`config.mk`:
```
export PLATFORM = sky130hd
export DESIGN_NAME = pci_parity_unit
export DESIGN_NICKNAME = d
export VERILOG_FILES = /design/src/rtl/pci_parity_unit.sv
export SDC_FILE = /design/constraint.sdc
export NUM_CORES = 1
export LEC_CHECK = 0
export CAP_MARGIN = 20
export CORE_MARGIN = 8
export CORE_UTILIZATION = 41
export CTS_BUF_LIST = sky130_fd_sc_hd__clkbuf_16
export CTS_CLUSTER_SIZE = 28
export DETAILED_ROUTE_END_ITERATION = 8
export GPL_TIMING_DRIVEN = 0
export PLACE_DENSITY = 0.76
export SYNTH_ARGS = -nofsm -noshare
export SYNTH_HDL_FRONTEND = slang
export SYNTH_SLANG_ARGS = --single-unit
```
`constraint.sdc`:
```
create_clock -name clk -period 2.6 [get_ports clk]
set_input_delay 0.52 -clock clk [delete_from_list [all_inputs] [get_ports clk]]
set_output_delay 0.52 -clock clk [all_outputs]
set_load 0.005 [all_outputs]
```
`src/rtl/pci_parity_unit.sv`:
```
module pci_parity_unit #(
  parameter int AD_W = 32
) (
  input  logic            clk,
  input  logic            rst_n,
  input  logic            frame_n,
  input  logic            irdy_n,
  input  logic            trdy_n,
  input  logic            ad_oe,
  input  logic            grant,
  input  logic [AD_W-1:0] ad_in,
  input  logic [AD_W/8-1:0] cbe_in,
  input  logic            par_in,
  output logic            par_out,
  output logic            par_oe,
  output logic            addr_perr,
  output logic            data_perr
);
  localparam int CBE_W = AD_W / 8;

  logic [AD_W-1:0]  ad_q;
  logic [CBE_W-1:0] cbe_q;
  logic             frame_q, drv_q, aph_q, dph_q;
  logic             park, addr_ph, data_ph, calc, mismatch;

  assign park    = grant & frame_n & irdy_n;
  assign addr_ph = ~frame_n & frame_q & ~ad_oe;
  assign data_ph = ~irdy_n & ~trdy_n & ~ad_oe;

  always_ff @(posedge clk) begin
    ad_q  <= ad_in;
    cbe_q <= cbe_in;
  end

  always_ff @(posedge clk or negedge rst_n) begin
    if (!rst_n) begin
      frame_q <= 1'b1;
      drv_q   <= 1'b0;
      aph_q   <= 1'b0;
      dph_q   <= 1'b0;
    end else begin
      frame_q <= frame_n;
      drv_q   <= ad_oe | park;
      aph_q   <= addr_ph;
      dph_q   <= data_ph;
    end
  end

  assign calc      = ^{ad_q, cbe_q};
  assign mismatch  = calc ^ par_in;
  assign par_out   = calc;
  assign par_oe    = drv_q;
  assign addr_perr = aph_q & mismatch;
  assign data_perr = dph_q & mismatch;

  AST_PAR_EVEN: assert property (@(posedge clk) disable iff (!rst_n)
    par_oe |-> (par_out == ^$past({ad_in, cbe_in})));
  AST_OE_ON_LAG: assert property (@(posedge clk) disable iff (!rst_n)
    ad_oe |=> par_oe);
  AST_OE_OFF_LAG: assert property (@(posedge clk) disable iff (!rst_n)
    (!ad_oe && !(grant && frame_n && irdy_n)) |=> !par_oe);
  AST_PARK_DRIVE: assert property (@(posedge clk) disable iff (!rst_n)
    (grant && frame_n && irdy_n) |=> par_oe);
  AST_ADDR_QUAL: assert property (@(posedge clk) disable iff (!rst_n)
    addr_perr |-> $past(!frame_n && !ad_oe));
  AST_DATA_QUAL: assert property (@(posedge clk) disable iff (!rst_n)
    data_perr |-> $past(!irdy_n && !trdy_n && !ad_oe));
  AST_NO_ERR_DRIVING: assert property (@(posedge clk) disable iff (!rst_n)
    par_oe |-> !(addr_perr || data_perr));
  AST_RESET_QUIET: assert property (@(posedge clk)
    !rst_n |-> !(par_oe || addr_perr || data_perr));
endmodule

```
* After elaboration in Yosys (flattened, before gate mapping)
Index checks and enable logic that the tools add are counted.
** Word-level totals
- Bits in registers :: 40
** Cells by class
- Bitwise logic cells :: 14
- Reductions and logical operators :: 1
** Operators with widths (count)
- 36-bit XOR reduction :: 1
- 1-bit AND :: 8
- 1-bit inverter :: 4
- 1-bit OR :: 1
- 1-bit XOR :: 1

* Depth between registers and ports, before layout
- Depth in word-level cells :: 3
- Depth in mapped cells :: 6
- Depth with buffers taken out :: 6

* Worst setup path before layout
Ideal clock, no wire load.
- Path kind :: reg2out
- Start :: register ad_q[26]
- End :: output addr_perr
- Arrival time :: 1539 ps
- Data required time :: 2080 ps
- Path slack :: 541 ps
- Stages on the path, launching flop included :: 7
- Cells stage by stage :: dfxtp_1 > xor2_1 > xnor2_1 > xnor2_1 > xnor3_1 > xnor3_1 > and2_1
** Between the ends
- Longest elaborated chain between the ends :: 3
** RTL lines
- start: declaration :: RTL line 21 : logic [AD_W-1:0] ad_q;
- start signal: assignment :: RTL line 31 : ad_q <= ad_in;
- 36-bit XOR reduction :: RTL line 49 : assign calc = ^{ad_q, cbe_q};
- 1-bit XOR :: RTL line 50 : assign mismatch = calc ^ par_in;
- 1-bit AND :: RTL line 53 : assign addr_perr = aph_q & mismatch;
- end: declaration :: RTL line 16 : output logic addr_perr,
No other way between the ends.

* Final worst setup path
- Start :: register ad_q[9]
- End :: output addr_perr
Same word-level chain as after synthesis.

==> flow_metrics.py <==
metrics = {
    "worst_setup_path": {
        "ff_to_ff_start": "frame_q",
        "worst_ep_required_time_ps": 2080,
        "timing.reg2reg.setup_slack_ps": 1840,
        "cp_slowest_cell": "xnor3_1",
        "worst_path_max_stage_delay_ps": 440,
        "worstRegToRegCells": 1,
        "timing.critical_path.from_type": "flip-flop",
        "timing.setup.critical_path_class": "flip-flop to output pin",
        "endpoint_type_of_the_worst_setup_path": "output pin",
        "reg2reg_to": "aph_q",
        "worst_setup_path_startpoint": "ad_q[9]",
        "critical_path_arrival_ps": 2150,
        "cp_cell_sequence": "xnor2_2, xnor2_2, xnor2_1, xnor3_1, buf_4, xnor3_1, and2_1, buf_2",
        "critical_path.max_fanout": 2,
    },
    "pwr": {
        "power_density_nw_per_um2": 858,
        "power_leakage_uw": 0.000756,
        "vdd_ir_drop_max_mv": 0.633,
    },
    "die": {
        "die_area_sq_um": 4910,
        "ios": 48,
        "row_count": 19,
        "core_area_sq_um": 2760,
        "die_width_um": 70.0,
        "initial_utilization_pct": 43.4,
        "chipHeight_um": 70.0,
    },
    "synthesis": {
        "synth.top_cell.area_share_pct": 60.2,
        "post_synth_xor_area_fraction_pct": 28.5,
        "post_synth_mux_area_share_pct": 0,
        "syn-num-nets": 124,
        "postSynthCellCount": 80,
        "compound_gate_fraction_of_synth_area_pct": 0.731,
        "yosys.area_share.adder_pct": 0,
        "postSynthAreaPerCell_sq_um": 15.0,
        "yosysSeqAreaShare_pct": 68.7,
        "synth_top_family_by_area": "XOR/XNOR gates",
        "synth-seq-cells": 40,
        "synth-simple-area-share_pct": 2.09,
        "netlist_top_cells_area": "dfxtp_1 60%, xnor2_1 20%, dfrtp_1 6.3%",
        "synth_cell_types": 11,
        "synth_top_cell_by_area": "dfxtp_1",
        "mappedNetlistArea_sq_um": 1200,
        "synthesis.yosys.warnings": 0,
    },
    "finish": {
        "antenna_cells": 0,
        "num-nets-final": 180,
        "area.growth.synth_to_final_pct": 56.0,
        "layout_cell_share_with_drive_strength_beyond_1_pct": 13.1,
    },
    "global_routing": {
        "antenna_found_initial": 0,
        "grt_usage_pct": 8.47,
        "grt_max_degree": 13,
        "grt_pass1_wl_mm": 3.35,
        "sum_of_overflow_across_all_layers_after_global_routing": 0,
        "first_global_vias": 792,
    },
    "sta": {
        "max_freq_mhz": 375,
        "postLayoutSetupSlackWorst_ps": -67.9,
        "max_slew.worst_pin.slew_ps": 268,
        "whs_ps": 445,
        "grt_setup_unrepaired": "true",
        "finClkSkew_ps": 0.180,
        "min_period_over_period_pct": 103,
        "final-max-slew-violation-count": 0,
        "hold_viol": 0,
        "fin_crit_ps": 2670,
        "setup-violations-final": 2,
        "maxSlewHeadroom_pct": 82.0,
        "setup_tns_ps": -118,
    },
    "cts": {
        "cts_hold_buffers": 0,
        "htreeDepth": 2,
        "clock_tree.root_cell": "clkbuf_16",
        "clk_transition_reported_paths_ps": 50,
        "tritoncts.num_buffers": 5,
        "clock_sink_count": 40,
        "ctsLongestPathBuffers": 2,
        "tritoncts": "yes",
        "worst_skew_pair.late_latency_ps": 270,
    },
    "outcome": {
        "failing_checks": "setup timing",
        "status": "finished with violations",
    },
    "placed_design": {
        "port-buffer-count": 47,
        "dp_slack_ps": -85.2,
        "finalWeightedCongestion": 0.715,
        "detailed_place_hpwl_mm": 1.61,
    },
    "routing": {
        "firstDrtPassIters": 3,
        "vias": 684,
        "overall_routed_net_length_mm": 1.91,
        "drc_violation_count_after_routing": 0,
        "detail_route.wl_per_cell_um": 11.4,
        "vias_per_cell": 4.07,
        "postRouteAntennaNets": 0,
        "detailedRoute.firstIterationViolations": 17,
    },
    "hold_path": {
        "hold_path.class": "primary input to async pin",
    },
    "flow_run": {
        "maxCapViolations": 0,
    },
}
## synth_stat cells, drive strengths merged
library cell and instances:
dfrtp 3, dfxtp 36, xnor2 29, xor2 4, and2 2, xnor3 2
dfstp 1, a31o 1, nor3 1, nor3b 1
## sequential cells by signal, summed over array words and instances (netlist names)
register  count
par_oe        1
frame_q       1
aph_q         1
ad_q         32
dph_q         1
cbe_q         4
## per-stage QoR
step           utilization (%)  total power [uW]  cells  instance area (sq um)
5_1_grt                   67.7              1700    168                   1870
3_5_place_dp              61.9              1060    158                   1710
3_3_place_gp              61.9              1050    158                   1710
4_1_cts                   67.4              1630    168                   1860
2_1_floorplan                -               889     80                   1200
6_report                  67.7              1600    168                   1870
## cells by family (layout without fill, tap and decap cells)
group                  Yosys count  after routing
flip-flops                      40             40
XOR/XNOR                        35             35
AND/OR/NAND/NOR                  4              4
AO/OA/AOI/OAI                    1              1
buffers and inverters            0             57
## cells in the final DEF, fill, tap and decap left out, types with 2 or more instances in the layout
| master | instances |
|---|---|
| clkdlybuf4s50_1 | 44 |
| dfxtp_1 | 34 |
| xnor2_1 | 26 |
| clkbuf_16 | 5 |
| xor2_1 | 3 |
| xnor2_2 | 3 |
| dfrtp_1 | 3 |
| xnor3_1 | 2 |
| and2_1 | 2 |
| dfxtp_2 | 2 |
| clkinv_1 | 2 |
| clkbuf_2 | 2 |
| buf_4 | 2 |
## worst max-delay path by stage
stage	endpoint	depth (start not counted)
3_5_place_dp	addr_perr	7
3_3_place_gp	addr_perr	7
6_report	addr_perr	8
4_1_cts	data_perr	8
2_1_floorplan	addr_perr	6
5_1_grt	addr_perr	8
## report_power, final
group / switching, uW / internal [uW]
clock: 194 / 344
combinational: 130 / 272
sequential: 13.7 / 649
total: 338 / 1260
## area by class of cell
cell class              instances  area, sq um
clock buffers                   5          125
well taps                      31         38.8
fillers                       209          890
flip-flops and latches         40          825
multi-input cells              40          398
clock inverters                 3         11.3
repair buffers                 49          470
## repair_timing
| action | in CTS | in global routing |
|---|---|---|
| setup buffers | 2 | 0 |
| endpoints found under the setup margin | 3 | 3 |
| gates resized for setup | 6 | 9 |
| pin swaps | 4 | 5 |
## critical path: cells and delay by family, from the launching register on
family / cells / cell delay (ps)
xor+xnor: 5 / 1110
flops: 1 / 330
buf+inv: 2 / 270
simple gates: 1 / 160
## metal layers
layer	vias up	global-route usage, %	wire length (um)	share of wire (%)
met5	-	0	0	0
met4	0	2.01	0	0
met3	0	5.51	207	11
met2	34	14.5	961	50
met1	291	8.29	741	39
li1	359	-	-	-
Power figures use the tool's default switching activity.
